### src/rtl/irq_arb_pkg.sv
package irq_arb_pkg;
  localparam int NSRC = 15;
  localparam int IDXW = $clog2(NSRC);
  localparam int RSNW = 4;

  localparam int S_RST   = 0;
  localparam int S_MCK   = 1;
  localparam int S_HDEC  = 2;
  localparam int S_HVIRT = 3;
  localparam int S_EXT   = 4;
  localparam int S_CEXT  = 5;
  localparam int S_WDT   = 6;
  localparam int S_CDB   = 7;
  localparam int S_FIT   = 8;
  localparam int S_PIT   = 9;
  localparam int S_DEC   = 10;
  localparam int S_DB    = 11;
  localparam int S_HDB   = 12;
  localparam int S_PERF  = 13;
  localparam int S_THRM  = 14;

  // sources whose pending state is the input level itself
  localparam logic [NSRC-1:0] LEVEL_SRC = 15'b000_0000_0011_1000;
  localparam logic [NSRC-1:0] RST_BIT   = {{(NSRC-1){1'b0}}, 1'b1};

  function automatic logic [RSNW-1:0] wake_code(input logic [IDXW-1:0] idx);
    case (int'(idx))
      S_RST:   wake_code = 4'h4;
      S_EXT:   wake_code = 4'h8;
      S_DEC:   wake_code = 4'h6;
      S_DB:    wake_code = 4'h5;
      S_HDB:   wake_code = 4'h3;
      S_HVIRT: wake_code = 4'h9;
      default: wake_code = 4'h0;
    endcase
  endfunction
endpackage

### src/rtl/irq_gate.sv
module irq_gate import irq_arb_pkg::*; (
  input  logic [NSRC-1:0] pend,
  input  logic            wake,
  input  logic            st_ee,
  input  logic            st_ce,
  input  logic            st_hv,
  input  logic            st_pr,
  input  logic            pc_hdec_en,
  input  logic            pc_hvirt_en,
  input  logic            pc_hext_blk,
  input  logic            pc_ext_guest,
  input  logic            hv_present,
  output logic [NSRC-1:0] elig
);
  logic async_ok;
  logic ext_hv_blocked;

  always_comb begin
    async_ok       = st_ee | wake;
    ext_hv_blocked = pc_hext_blk & st_hv & ~st_pr;
    elig           = '0;
    elig[S_RST]    = pend[S_RST];
    elig[S_MCK]    = pend[S_MCK];
    elig[S_HDEC]   = pend[S_HDEC]  & pc_hdec_en  & (async_ok | ~st_hv);
    elig[S_HVIRT]  = pend[S_HVIRT] & pc_hvirt_en & (async_ok | ~st_hv);
    elig[S_EXT]    = pend[S_EXT] & ((async_ok & ~ext_hv_blocked) |
                                    (hv_present & ~st_hv & ~pc_ext_guest));
    elig[S_CEXT]   = pend[S_CEXT] & st_ce;
    for (int i = S_WDT; i < NSRC; i++) begin
      elig[i] = pend[i] & async_ok;
    end
  end
endmodule

### src/rtl/irq_pick.sv
module irq_pick import irq_arb_pkg::*; (
  input  logic [NSRC-1:0] elig,
  input  logic            wake,
  output logic [NSRC-1:0] sel,
  output logic            any,
  output logic [NSRC-1:0] code,
  output logic [RSNW-1:0] reason
);
  logic [IDXW-1:0] idx;

  always_comb begin
    sel = '0;
    any = 1'b0;
    idx = '0;
    for (int i = 0; i < NSRC; i++) begin
      if (elig[i] && !any) begin
        sel[i] = 1'b1;
        any    = 1'b1;
        idx    = IDXW'(i);
      end
    end
    // while waking, everything but a machine check enters as a reset
    code   = (wake && !sel[S_MCK]) ? RST_BIT : sel;
    reason = wake ? wake_code(idx) : '0;
  end
endmodule

### src/rtl/irq_arbiter.sv
module irq_arbiter import irq_arb_pkg::*; (
  input  logic            clk,
  input  logic            rst,
  input  logic [NSRC-1:0] irq_in,
  input  logic            dec_drop,
  input  logic            take,
  input  logic            st_ee,
  input  logic            st_ce,
  input  logic            st_hv,
  input  logic            st_pr,
  input  logic            pc_hdec_en,
  input  logic            pc_hvirt_en,
  input  logic            pc_hext_blk,
  input  logic            pc_ext_guest,
  input  logic            hv_present,
  input  logic            dec_clr_cfg,
  input  logic            pm_enter,
  input  logic            pm_stop_form,
  input  logic            pm_exit_en,
  output logic            dlv_valid,
  output logic [NSRC-1:0] dlv_code,
  output logic [RSNW-1:0] wake_reason,
  output logic            doze_resume,
  output logic            wake_err
);
  logic [NSRC-1:0] pend;
  logic [NSRC-1:0] elig;
  logic [NSRC-1:0] sel;
  logic [NSRC-1:0] code;
  logic [RSNW-1:0] reason;
  logic            any;
  logic            wake_q;
  logic            fire;

  assign fire = take & any;

  for (genvar i = 0; i < NSRC; i++) begin : g_src
    if (LEVEL_SRC[i]) begin : g_lvl
      assign pend[i] = irq_in[i];
    end else begin : g_edge
      logic q;
      logic clr;
      always_comb begin
        clr = take & sel[i];
        if (i == S_DEC)  clr = (take & sel[i] & dec_clr_cfg) | dec_drop;
        if (i == S_HDEC) clr = clr | pm_enter;
      end
      always_ff @(posedge clk) begin
        if (rst)            q <= 1'b0;
        else if (irq_in[i]) q <= 1'b1;
        else if (clr)       q <= 1'b0;
      end
      assign pend[i] = q;

      set_wins_chk: assert property (@(posedge clk) disable iff (rst)
        (!$past(rst) && $past(irq_in[i])) |-> q);
    end
  end

  irq_gate u_gate (
    .pend(pend), .wake(wake_q), .st_ee(st_ee), .st_ce(st_ce),
    .st_hv(st_hv), .st_pr(st_pr), .pc_hdec_en(pc_hdec_en),
    .pc_hvirt_en(pc_hvirt_en), .pc_hext_blk(pc_hext_blk),
    .pc_ext_guest(pc_ext_guest), .hv_present(hv_present), .elig(elig)
  );

  irq_pick u_pick (
    .elig(elig), .wake(wake_q), .sel(sel), .any(any),
    .code(code), .reason(reason)
  );

  always_ff @(posedge clk) begin
    if (rst) begin
      dlv_valid   <= 1'b0;
      dlv_code    <= '0;
      wake_reason <= '0;
      doze_resume <= 1'b0;
      wake_err    <= 1'b0;
      wake_q      <= 1'b0;
    end else begin
      dlv_valid   <= fire;
      dlv_code    <= fire ? code : '0;
      wake_reason <= fire ? reason : '0;
      doze_resume <= fire & wake_q;
      wake_err    <= take & ~any & wake_q;
      if (pm_enter)  wake_q <= ~(pm_stop_form & ~pm_exit_en);
      else if (fire) wake_q <= 1'b0;
    end
  end


  valid_after_take_chk: assert property (@(posedge clk) disable iff (rst)
    (dlv_valid || wake_err) |-> $past(take));

  one_code_chk: assert property (@(posedge clk) disable iff (rst)
    dlv_valid |-> ($countones(dlv_code) == 1));

  err_excl_chk: assert property (@(posedge clk) disable iff (rst)
    wake_err |-> !dlv_valid);

  reason_doze_chk: assert property (@(posedge clk) disable iff (rst)
    (wake_reason != '0) |-> doze_resume);

  wdt_gate_chk: assert property (@(posedge clk) disable iff (rst)
    (dlv_valid && dlv_code[S_WDT]) |-> $past(st_ee));

  cext_gate_chk: assert property (@(posedge clk) disable iff (rst)
    (dlv_valid && dlv_code[S_CEXT]) |-> $past(st_ce));
endmodule

### config.mk
export PLATFORM = sky130hd
export DESIGN_NAME = irq_arbiter
export DESIGN_NICKNAME = d
export VERILOG_FILES = /design/src/rtl/irq_arb_pkg.sv /design/src/rtl/irq_gate.sv /design/src/rtl/irq_pick.sv /design/src/rtl/irq_arbiter.sv
export SDC_FILE = /design/constraint.sdc
export NUM_CORES = 1
export LEC_CHECK = 0
export ABC_CLOCK_PERIOD_IN_PS = 1900
export BUFFER_PORTS_ARGS = -buffer_cell sky130_fd_sc_hd__buf_2
export CORE_ASPECT_RATIO = 1.5
export CORE_MARGIN = 2
export CORE_UTILIZATION = 43
export CTS_CLUSTER_SIZE = 14
export DETAILED_ROUTE_END_ITERATION = 16
export GPL_TIMING_DRIVEN = 0
export PLACE_DENSITY = 0.74
export SLEW_MARGIN = 15
export SYNTH_ARGS = -nofsm -noshare
export SYNTH_HDL_FRONTEND = slang
export SYNTH_SLANG_ARGS = --single-unit
### constraint.sdc
create_clock -name clk -period 1.9 [get_ports clk]
set_clock_uncertainty 0.1 [all_clocks]
set_input_delay 0.095 -clock clk [delete_from_list [all_inputs] [get_ports clk]]
set_output_delay 0.095 -clock clk [all_outputs]
set_load 0.05 [all_outputs]
==> impl_metrics.csv, run 1 <==
group,metric,value,unit
status,status,"completed",
setup_path,worstPathRequired,1.98,ns
die,start_util,44.84,%
setup_path,start_kind,"register",
drt,ant_nets,0,
timing,setup_slack,0.01909,ns
logic_synthesis,synth.area.top_cells,"dfxtp_1 50%, a21oi_1 4.6%, nor2_1 4.5%, inv_1 4.3%, nand2_1 3.7%",
place,dp_cells,253,
timing,finalCritPeriodShare,99.00,%
power,power_leakage,0.9924,nW
logic_synthesis,postSynth.asyncResetShare,0,%
logic_synthesis,yosys.area.top_type_share,49.96,%
setup_path,r2r_start,"wake_q",
logic_synthesis,synth.largest_area_cell,"dfxtp_1",
setup_path,critical_path_arrival,1.96,ns
min_path,hold_start,"pm_exit_en",
final_layout,fin_nets,276,
setup_path,crit_start,"wake_q",
logic_synthesis,synthCells,160,
logic_synthesis,synth_top_family_by_area,"simple AND/OR/NAND/NOR gates",
cts,clkTransAtPathRegs,0.07,ns
logic_synthesis,synthAdderAreaFrac,0,%
logic_synthesis,synth_cell_type_count,42,
timing,maxSlewHeadroom,67.11,%
min_path,min_path_type,"in -> reg",
final_layout,fillerInstances,287,
place,place.gp.congestion,0.8083,
setup_path,rrSetupSlack,0.02,ns
global_route,grt_pass1_wl,5609,µm
timing,setup_tns,0,ns
logic_synthesis,synth_area,1403,µm²
drt,wl,3602,µm
setup_path,end_kind,"register",
final_layout,final_cell_area,2102,µm²
global_route,first_global_vias,1330,
global_route,grtUsageTotal,20.14,%
die,fp.coreArea,3128,µm²
drt,drcViolationCount,0,
final_layout,register_area,706.9,µm²
cts,htreeDepth,2,
place,port_buffers,53,
timing,hold_violations,0,
logic_synthesis,synth_xor_area_share,0,%
place,dp_slack,-0.2233,ns
die,rows,25,
die,io_pins,54,
logic_synthesis,avgSynthCellArea,8.766,µm²
global_route,antenna_found_initial,0,
logic_synthesis,synth_edf_count,0,
die,die-area,3744,µm²
logic_synthesis,synth-compound-area-share,19.36,%
cts,ctsLongestPathBuffers,2,
power,vdd.ir_drop.worst,0.0005740,V
timing,setup_viol,0,
final_layout,drive_above_1_share,36.33,%
cts,clock_sinks,35,
global_route,grt-ovfl-total,0,
drt,viasPerCell,5.126,
setup_path,criticalPathCategory,"reg -> reg",
timing,clock.fmax,531.7,MHz
global_route,grt_max_degree,12,
final_layout,insertedDiodeCount,0,
cts,cts_made_buffers,5,
cts,clk_latency,0.29,ns
drt,dr.pass1.iters,4,
final_layout,stdcell_count,285,
setup_path,worstPathMaxFanout,6,
power,p_per_area,781.9,nW/µm²
drt,wl_per_cell,12.64,µm
die,die_w,50.63,µm
flow_run,cap_violations,0,
timing,fin_crit,1.881,ns
logic_synthesis,synth-main-ff-cell,"dfxtp_1",
timing,rsz0062_at_grt,"true",
logic_synthesis,synthSimpleGateAreaFrac,25.33,%
timing,slew_violations,0,
timing,whs,0.004730,ns
final_layout,multi_input_area,679.4,µm²
die,die_h,73.95,µm
drt,drt_iter0_drc,42,
logic_synthesis,synth_nets,192,
place,placed_area,1718,µm²
timing,worst_pin_slew,0.4893,ns
cts,root_buffer,"clkbuf_8",
place,hpwl,2438,µm
drt,vias,1461,
logic_synthesis,ys_seq_elements,35,
logic_synthesis,muxShareOfSynthArea,0,%
cts,cts_tree,"built",
final_layout,areaGrowthSynthToFinish,49.87,%
logic_synthesis,ys_seq_area_share,49.96,%
logic_synthesis,yosys_warnings,0,
[power by group]
part           internal (mW)  total (mW)  switching (mW)
registers              0.760       0.791          0.0311
logic                  0.121       0.265           0.143
clock network          0.329       0.588           0.259
total                   1.21        1.64           0.433
[path summary, 6_finish.rpt]
check / depth (start not counted) / endpoint
min: 3 / wake_q
max reg2reg: 7 / dlv_code[11]
max: 7 / dlv_code[11]
min reg2reg: 2 / g_src[13].g_edge.q
[what timing repair did]
action,CTS,global route
buffers inserted,5,4
endpoints found under the setup margin,18,18
hold buffers,15,0
pin swaps,3,6
endpoints found under the hold margin,13,0
gates resized for setup,7,8
[flip-flops by register name, indices dropped and copies added (netlist names)]
signal,flops
dlv_code,15
g_src.g_edge.q,12
wake_reason,4
dlv_valid,1
doze_resume,1
wake_err,1
wake_q,1
[layout make-up]
type / count / share of cell area, %
inverters: 16 / 2.857
plain buffers: 2 / 0.8929
flip-flops and latches: 35 / 33.63
clock buffers: 7 / 4.583
multi-input cells: 107 / 32.32
clock inverters: 1 / 0.3571
well taps: 40 / 2.381
repair buffers: 77 / 22.98
[cells in the mapped netlist (all sizes together) (2+ instances only)]
cell / count
a211oi: 3
a21boi: 2
a21oi: 14
a31oi: 2
and2: 2
and3: 5
dfxtp: 35
inv: 16
nand2: 14
nand2b: 3
nand3: 4
nor2: 18
nor3: 6
nor4: 5
o21ai: 8
o31ai: 3
o41ai: 2
or3: 2
[cell usage in the layout (no fill, tap or decap), types with 2 or more instances in the layout]
cell	instances
inv_1	16
nor3_1	6
o41ai_2	2
a211oi_1	3
o21ai_0	7
nand2_1	14
dfxtp_1	32
nand2b_1	3
a21oi_1	13
o31ai_1	3
nand3_1	2
clkbuf_8	7
nor4_1	3
nor2_1	16
buf_2	53
buf_4	9
a21boi_2	2
a31oi_1	2
dfxtp_2	2
and3_1	5
dlygate4sd3_1	15
[worst max-delay path, stage by stage, from the launching register on]
cell and delay (ns):
dfxtp_4 0.36, nor2_4 0.17, buf_4 0.14, a21oi_1 0.10
a2111o_1 0.46, nand3_4 0.14, nor2_1 0.10, and4_1 0.20
[stage by stage]
step	power, mW	util, %
final	1.644	67.20
after global routing	1.710	67.20
after CTS	1.628	65.20
after detailed placement	1.007	54.92
after global placement	1.003	54.92
after floorplan	0.9312	-
[kinds of logic after synthesis]
family / after synthesis
buf+inv: 18
compound gates: 41
simple gates: 66
flops: 35
[per-layer routing]
metal,share of wire (%),GRT usage (%)
met2,53,36.26
met3,5.1,5.823
met4,2.4,11.41
met5,0,0
met1,39,20.74
Note: power is estimated with default switching activity, not from simulation.
==> run 2: changes to the inputs <==
--- a/config.mk
+++ b/config.mk
@@ -9,11 +9,12 @@
 export BUFFER_PORTS_ARGS = -buffer_cell sky130_fd_sc_hd__buf_2
 export CORE_ASPECT_RATIO = 1.5
 export CORE_MARGIN = 2
-export CORE_UTILIZATION = 43
+export CORE_UTILIZATION = 45
+export CTS_BUF_LIST = sky130_fd_sc_hd__clkbuf_8
 export CTS_CLUSTER_SIZE = 14
 export DETAILED_ROUTE_END_ITERATION = 16
 export GPL_TIMING_DRIVEN = 0
-export PLACE_DENSITY = 0.74
+export PLACE_DENSITY = 0.77
 export SLEW_MARGIN = 15
 export SYNTH_ARGS = -nofsm -noshare
 export SYNTH_HDL_FRONTEND = slang
==> constraint.sdc (replaced) <==
create_clock -name clk -period 1.9 [get_ports clk]
set_clock_uncertainty 0.1 [all_clocks]
set_input_delay 0.095 -clock clk [delete_from_list [all_inputs] [get_ports clk]]
set_output_delay 0.095 -clock clk [all_outputs]
set_load 0.1 [all_outputs]
==> run 2 against run 1 <==
  * Combinational power is 17% higher
  * Maximum frequency is 0.57% higher
  * Global-route usage is 0.57 points higher
  * Critical path type unchanged
==> impl_metrics.csv, run 2 (synthesized netlist as in run 1, its figures left out) <==
group,metric,value,unit
die,start_util,47.66,%
timing,clock.fmax,534.7,MHz
drt,wl,3908,µm
global_route,top_usage_layer,"met2",
timing,slew_violations,0,
drt,vias,1514,
final_layout,largest-register,"dlv_code",
power,p_switching,0.4630,mW
final_layout,top_regs,"dlv_code (15), g_src.g_edge.q (12), wake_reason (4)",
power,vdd.ir_drop.worst,0.0007533,V
final_layout,final_common_cell,"buf_2",
final_layout,largest_reg_flops,15,
power,seq_power_share,44.4,%
timing,fin_crit,1.870,ns
setup_path,end_kind,"register",
place,placed_area,1717,µm²
final_layout,fillerInstances,235,
drt,viasPerCell,5.312,
die,die_h,72.38,µm
die,rows,24,
die,io_pins,54,
cts,cts_tree,"built",
power,p_per_area,819.9,nW/µm²
cts,cts_made_buffers,5,
cts,clock_sinks,35,
final_layout,final_core_util,73.77,%
place,dp_cells,252,
die,die_w,49.59,µm
global_route,first_global_vias,1269,
setup_path,worstPathMaxFanout,6,
drt,drcViolationCount,0,
flow_run,cap_violations,0,
final_layout,areaGrowthSynthToFinish,54.77,%
place,place.gp.congestion,0.8089,
power,clock_power_share,38.1,%
cts,ctsLongestPathBuffers,2,
global_route,met3_usage,4.321,%
setup_path,critical_path_arrival,2.00,ns
timing,setup_viol,0,
timing,finalCritPeriodShare,98.44,%
cts,htreeDepth,2,
final_layout,insertedDiodeCount,0,
drt,dr.pass1.iters,4,
global_route,grt_use_met1,22.98,%
setup_path,worstPathRequired,2.02,ns
global_route,grt_pass1_wl,5616,µm
die,fp.coreArea,2943,µm²
final_layout,final_cell_area,2171,µm²
setup_path,start_kind,"register",
global_route,grtUsageTotal,20.72,%
cts,root_buffer,"clkbuf_8",
power,swShare,26.01,%
status,status,"completed",
timing,rsz0062_at_grt,"true",
timing,worst_pin_slew,0.4956,ns
place,port_buffers,53,
final_layout,fin_nets,277,
drt,ant_nets,0,
power,comb_power_share,17.5,%
final_layout,most-common-layout-cells,"53 x buf_2, 32 x dfxtp_1, 17 x nor2_1",
drt,wl_per_cell,13.71,µm
global_route,grt-ovfl-total,0,
place,hpwl,2382,µm
timing,hold_violations,0,
global_route,grt_util_met2,36.44,%
power,power_leakage,1.023,nW
global_route,antenna_found_initial,0,
cts,clkTransAtPathRegs,0.07,ns
min_path,min_path_type,"in -> reg",
setup_path,criticalPathCategory,"reg -> reg",
power,intPower,1.317,mW
die,die-area,3589,µm²
timing,setup_tns,0,ns
timing,maxSlewHeadroom,66.84,%
cts,clk_latency,0.29,ns
final_layout,stdcell_count,285,
final_layout,drive_above_1_share,37.80,%
drt,drt_iter0_drc,67,
global_route,grt_max_degree,12,
==> run 2: what timing repair did <==
action	4_1_cts	5_1_grt
buffers inserted	7	3
gates resized for setup	7	13
endpoints found under the setup margin	18	21
pin swaps	4	13
hold buffers	14	0
hold endpoints to repair	13	0
gates cloned	0	1
==> run 2: area by class of cell <==
type,count,area [µm²],area share [%]
Clock buffer,6,82.58,3.804
Sequential cell,35,709.4,32.68
Timing Repair Buffer,78,518.0,23.86
Buffer,2,18.77,0.8646
Clock inverter,2,35.03,1.614
Multi-Input combinational cell,107,698.2,32.16
Inverter,16,60.06,2.767
Tap cell,39,48.80,2.248
==> run 2: worst max-delay path: stages, from the launching register on <==
cell and delay, ns:
dfxtp_4 0.35, nor2_4 0.18, a21boi_2 0.10, and2_4 0.17, or3_4 0.36, buf_8 0.15, a211o_1 0.26, a21oi_2 0.12
==> run 2: path summary, 6_finish.rpt <==
path         slack [ns]  cells after the start               start                 end
max                0.03                      7              wake_q      wake_reason[0]
min                0.02                      3          pm_exit_en              wake_q
max reg2reg        0.03                      7              wake_q      wake_reason[0]
min reg2reg        0.38                      2  g_src[13].g_edge.q  g_src[13].g_edge.q
==> run 2: power groups by stage <==
| stage | Sequential (mW) | Clock, mW | Combinational [mW] |
|---|---|---|---|
| 2_1_floorplan | 0.842 | 0 | 0.112 |
| 3_3_place_gp | 0.803 | 0 | 0.223 |
| 3_5_place_dp | 0.803 | 0 | 0.225 |
| 4_1_cts | 0.787 | 0.693 | 0.270 |
| 5_1_grt | 0.793 | 0.726 | 0.335 |
| 6_report | 0.790 | 0.679 | 0.311 |
==> run 2: metrics by stage <==
stage / setup slack [ns] / power, mW / hold slack (ns)
floorplan: 0.06495 / 0.9543 / 0.06714
global placement: -0.2705 / 1.025 / 0.2021
detailed placement: -0.2615 / 1.028 / 0.2131
CTS: 0.00009681 / 1.749 / 0.006022
global route: -0.06733 / 1.853 / 0.02396
finish: 0.02970 / 1.780 / 0.01967
==> run 2: per-layer routing <==
metal | share of wire (%) | up-vias
met4 | 7.2 | 0
li1 | - | 742
met5 | 0 | -
met1 | 37 | 667
met3 | 6.9 | 25
met2 | 49 | 80
==> run 3: changes to the inputs <==
--- a/config.mk
+++ b/config.mk
@@ -5,16 +5,18 @@
 export SDC_FILE = /design/constraint.sdc
 export NUM_CORES = 1
 export LEC_CHECK = 0
-export ABC_CLOCK_PERIOD_IN_PS = 1900
+export ABC_CLOCK_PERIOD_IN_PS = 2300
 export BUFFER_PORTS_ARGS = -buffer_cell sky130_fd_sc_hd__buf_2
+export CELL_PAD_IN_SITES_DETAIL_PLACEMENT = 1
+export CELL_PAD_IN_SITES_GLOBAL_PLACEMENT = 2
 export CORE_ASPECT_RATIO = 1.5
 export CORE_MARGIN = 2
-export CORE_UTILIZATION = 45
+export CORE_UTILIZATION = 30
 export CTS_BUF_LIST = sky130_fd_sc_hd__clkbuf_8
 export CTS_CLUSTER_SIZE = 14
 export DETAILED_ROUTE_END_ITERATION = 16
 export GPL_TIMING_DRIVEN = 0
-export PLACE_DENSITY = 0.77
+export PLACE_DENSITY = 0.86
 export SLEW_MARGIN = 15
 export SYNTH_ARGS = -nofsm -noshare
 export SYNTH_HDL_FRONTEND = slang
==> constraint.sdc (replaced) <==
create_clock -name clk -period 2.3 [get_ports clk]
set_clock_uncertainty 0.1 [all_clocks]
set_input_delay 0.115 -clock clk [delete_from_list [all_inputs] [get_ports clk]]
set_output_delay 0.115 -clock clk [all_outputs]
set_load 0.1 [all_outputs]
==> run 3 against run 2 <==
  * Count of clock-buffer cells in the layout is 1 lower
  * Largest power group unchanged
  * Non-clock buffer count down 16
  * Hold slack got worse by 0.015 ns
  * First-iteration DRC count shrank 72%
  * Wire length shrank 3.5%
  * Largest cell class unchanged
  * Via count down 8.2%
==> impl_metrics.csv, run 3 (synthesized netlist as in run 1, its figures left out) <==
group,metric,value,unit
status,status,"completed",
final_layout,final_cell_area,1914,µm²
power,swShare,28.29,%
power,power_leakage,0.9118,nW
setup_path,worstPathRequired,2.43,ns
power,clock_power_share,32.3,%
setup_path,crit_slowest_cell,"dfxtp_1",
setup_path,start_kind,"register",
final_layout,most-common-layout-cells,"53 x buf_2, 35 x dfxtp_1, 18 x inv_1",
cts,cts_tree,"built",
timing,setup_tns,0,ns
die,rows,30,
final_layout,largest-register,"dlv_code",
setup_path,end_kind,"register",
power,vdd.ir_drop.worst,0.0002289,V
drt,vias,1390,
place,placed_area,1728,µm²
power,seq_power_share,51.5,%
global_route,first_global_vias,1296,
final_layout,insertedDiodeCount,0,
die,start_util,31.14,%
power,intPower,0.9081,mW
die,die-area,5250,µm²
setup_path,crit_start,"wake_q",
timing,clock.fmax,474.8,MHz
setup_path,cpLargestDelayFamily,"simple AND/OR/NAND/NOR gates",
timing,worst_pin_slew,0.5515,ns
cts,post_cts_buffers,0,
global_route,grt_max_degree,11,
die,die_w,59.83,µm
setup_path,slowest_delay,0.52,ns
global_route,grt_pass1_wl,6127,µm
final_layout,areaGrowthSynthToFinish,36.49,%
global_route,antenna_found_initial,0,
min_path,min_path_type,"in -> reg",
power,p_switching,0.3583,mW
flow_run,cap_violations,0,
cts,htreeDepth,2,
setup_path,worstPathMaxFanout,8,
setup_path,r2r_end,"dlv_code[11]",
cts,cts_made_buffers,5,
drt,wl,3773,µm
timing,setup_viol,0,
drt,wl_per_cell,13.57,µm
min_path,hold_depth,3,
setup_path,crit_end,"dlv_code[11]",
final_layout,drive_above_1_share,30.00,%
setup_path,cp_num_cells,6,
setup_path,rrSetupSlack,0.19,ns
final_layout,final_common_cell,"buf_2",
setup_path,critPathBufInv,0,
power,comb_power_share,16.2,%
drt,ant_nets,0,
place,hpwl,2968,µm
timing,maxSlewHeadroom,62.93,%
global_route,grtUsageTotal,15.61,%
setup_path,path_cells,"nor2_4 > a21oi_1 > a2111o_1 > nand3_2 > nor2_1 > and4_1",
timing,slew_violations,0,
min_path,hold_start,"irq_in[9]",
setup_path,r2r_start,"wake_q",
final_layout,fin_nets,261,
place,place.gp.congestion,0.8555,
cts,clock_sinks,35,
timing,fin_crit,2.106,ns
cts,clk_latency,0.29,ns
die,die_h,87.75,µm
cts,clkTransAtPathRegs,0.07,ns
power,p_per_area,661.5,nW/µm²
place,port_buffers,53,
timing,finalCritPeriodShare,91.57,%
die,io_pins,54,
drt,viasPerCell,5.000,
final_layout,largest_reg_flops,15,
cts,ctsLongestPathBuffers,2,
timing,hold_violations,0,
setup_path,critical_path_arrival,2.24,ns
final_layout,fillerInstances,578,
global_route,grt-ovfl-total,0,
drt,drt_iter0_drc,19,
final_layout,top_regs,"dlv_code (15), g_src.g_edge.q (12), wake_reason (4)",
cts,root_buffer,"clkbuf_8",
setup_path,criticalPathCategory,"reg -> reg",
drt,drcViolationCount,0,
die,fp.coreArea,4504,µm²
setup_path,ff2ff_path_depth,6,
drt,dr.pass1.iters,4,
[run 3: cell count changes in the layout (fill, tap and decap cells not counted), sizes merged]
cell and delta:
bufinv -1, inv +2, buf -10, dlygate4sd3 -5
clkbuf -2
[run 3: layout make-up]
cell class | count | area, µm² | share of cell area [%]
Sequential cell | 35 | 700.7 | 36.60
Multi-Input combinational cell | 107 | 641.9 | 33.53
Timing Repair Buffer | 62 | 355.3 | 18.56
Clock buffer | 5 | 68.82 | 3.595
Inverter | 16 | 60.06 | 3.137
Tap cell | 48 | 60.06 | 3.137
Buffer | 2 | 15.01 | 0.7843
Clock inverter | 3 | 12.51 | 0.6536
[run 3: power groups by stage]
stage	clock network [mW]	logic (mW)	registers, mW
2_1_floorplan	0	0.0929	0.695
4_1_cts	0.424	0.205	0.651
3_5_place_dp	0	0.193	0.665
3_3_place_gp	0	0.191	0.664
5_1_grt	0.448	0.228	0.656
6_report	0.409	0.205	0.653
[run 3: per-stage QoR]
stage          hold WS (ns)  std cells  utilization, %  worst slack, ns  total power, mW
2_1_floorplan       0.08714        160               -           0.4650           0.7884
3_3_place_gp         0.2299        261           38.36          0.06390           0.8555
3_5_place_dp         0.2388        261           38.36          0.04942           0.8579
4_1_cts           0.0009072        278           42.17          0.03435            1.279
5_1_grt             0.02336        278           42.50        -0.001748            1.331
6_report           0.004982        278           42.50           0.1940            1.266
[run 3: layer usage]
metal	share of wire, %	GRT usage [%]	routed length (µm)
met4	0.95	4.848	36
met1	41	17.81	1560
met2	54	27.67	2021
met5	0	0	0
met3	4.1	4.136	155
[run 3: worst min-delay path by stage]
stage                          to  slack (ns)
5_1_grt         g_src[9].g_edge.q        0.02
3_3_place_gp    g_src[2].g_edge.q        0.23
3_5_place_dp    g_src[2].g_edge.q        0.24
2_1_floorplan   g_src[9].g_edge.q        0.09
6_report        g_src[9].g_edge.q       0.005
4_1_cts        g_src[10].g_edge.q      0.0009
[run 3: worst register-to-register path, stage by stage (launching register included)]
cell	delay (ns)
dfxtp_1	0.52
nor2_4	0.11
a21oi_1	0.25
a2111o_1	0.29
nand3_2	0.23
nor2_1	0.34
and4_1	0.23
[run 3: timing repair]
action / 4_1_cts / 5_1_grt
endpoints found under the setup margin: 0 / 9
hold buffers: 9 / 0
gates resized for setup: 0 / 3
endpoints found under the hold margin: 11 / 0
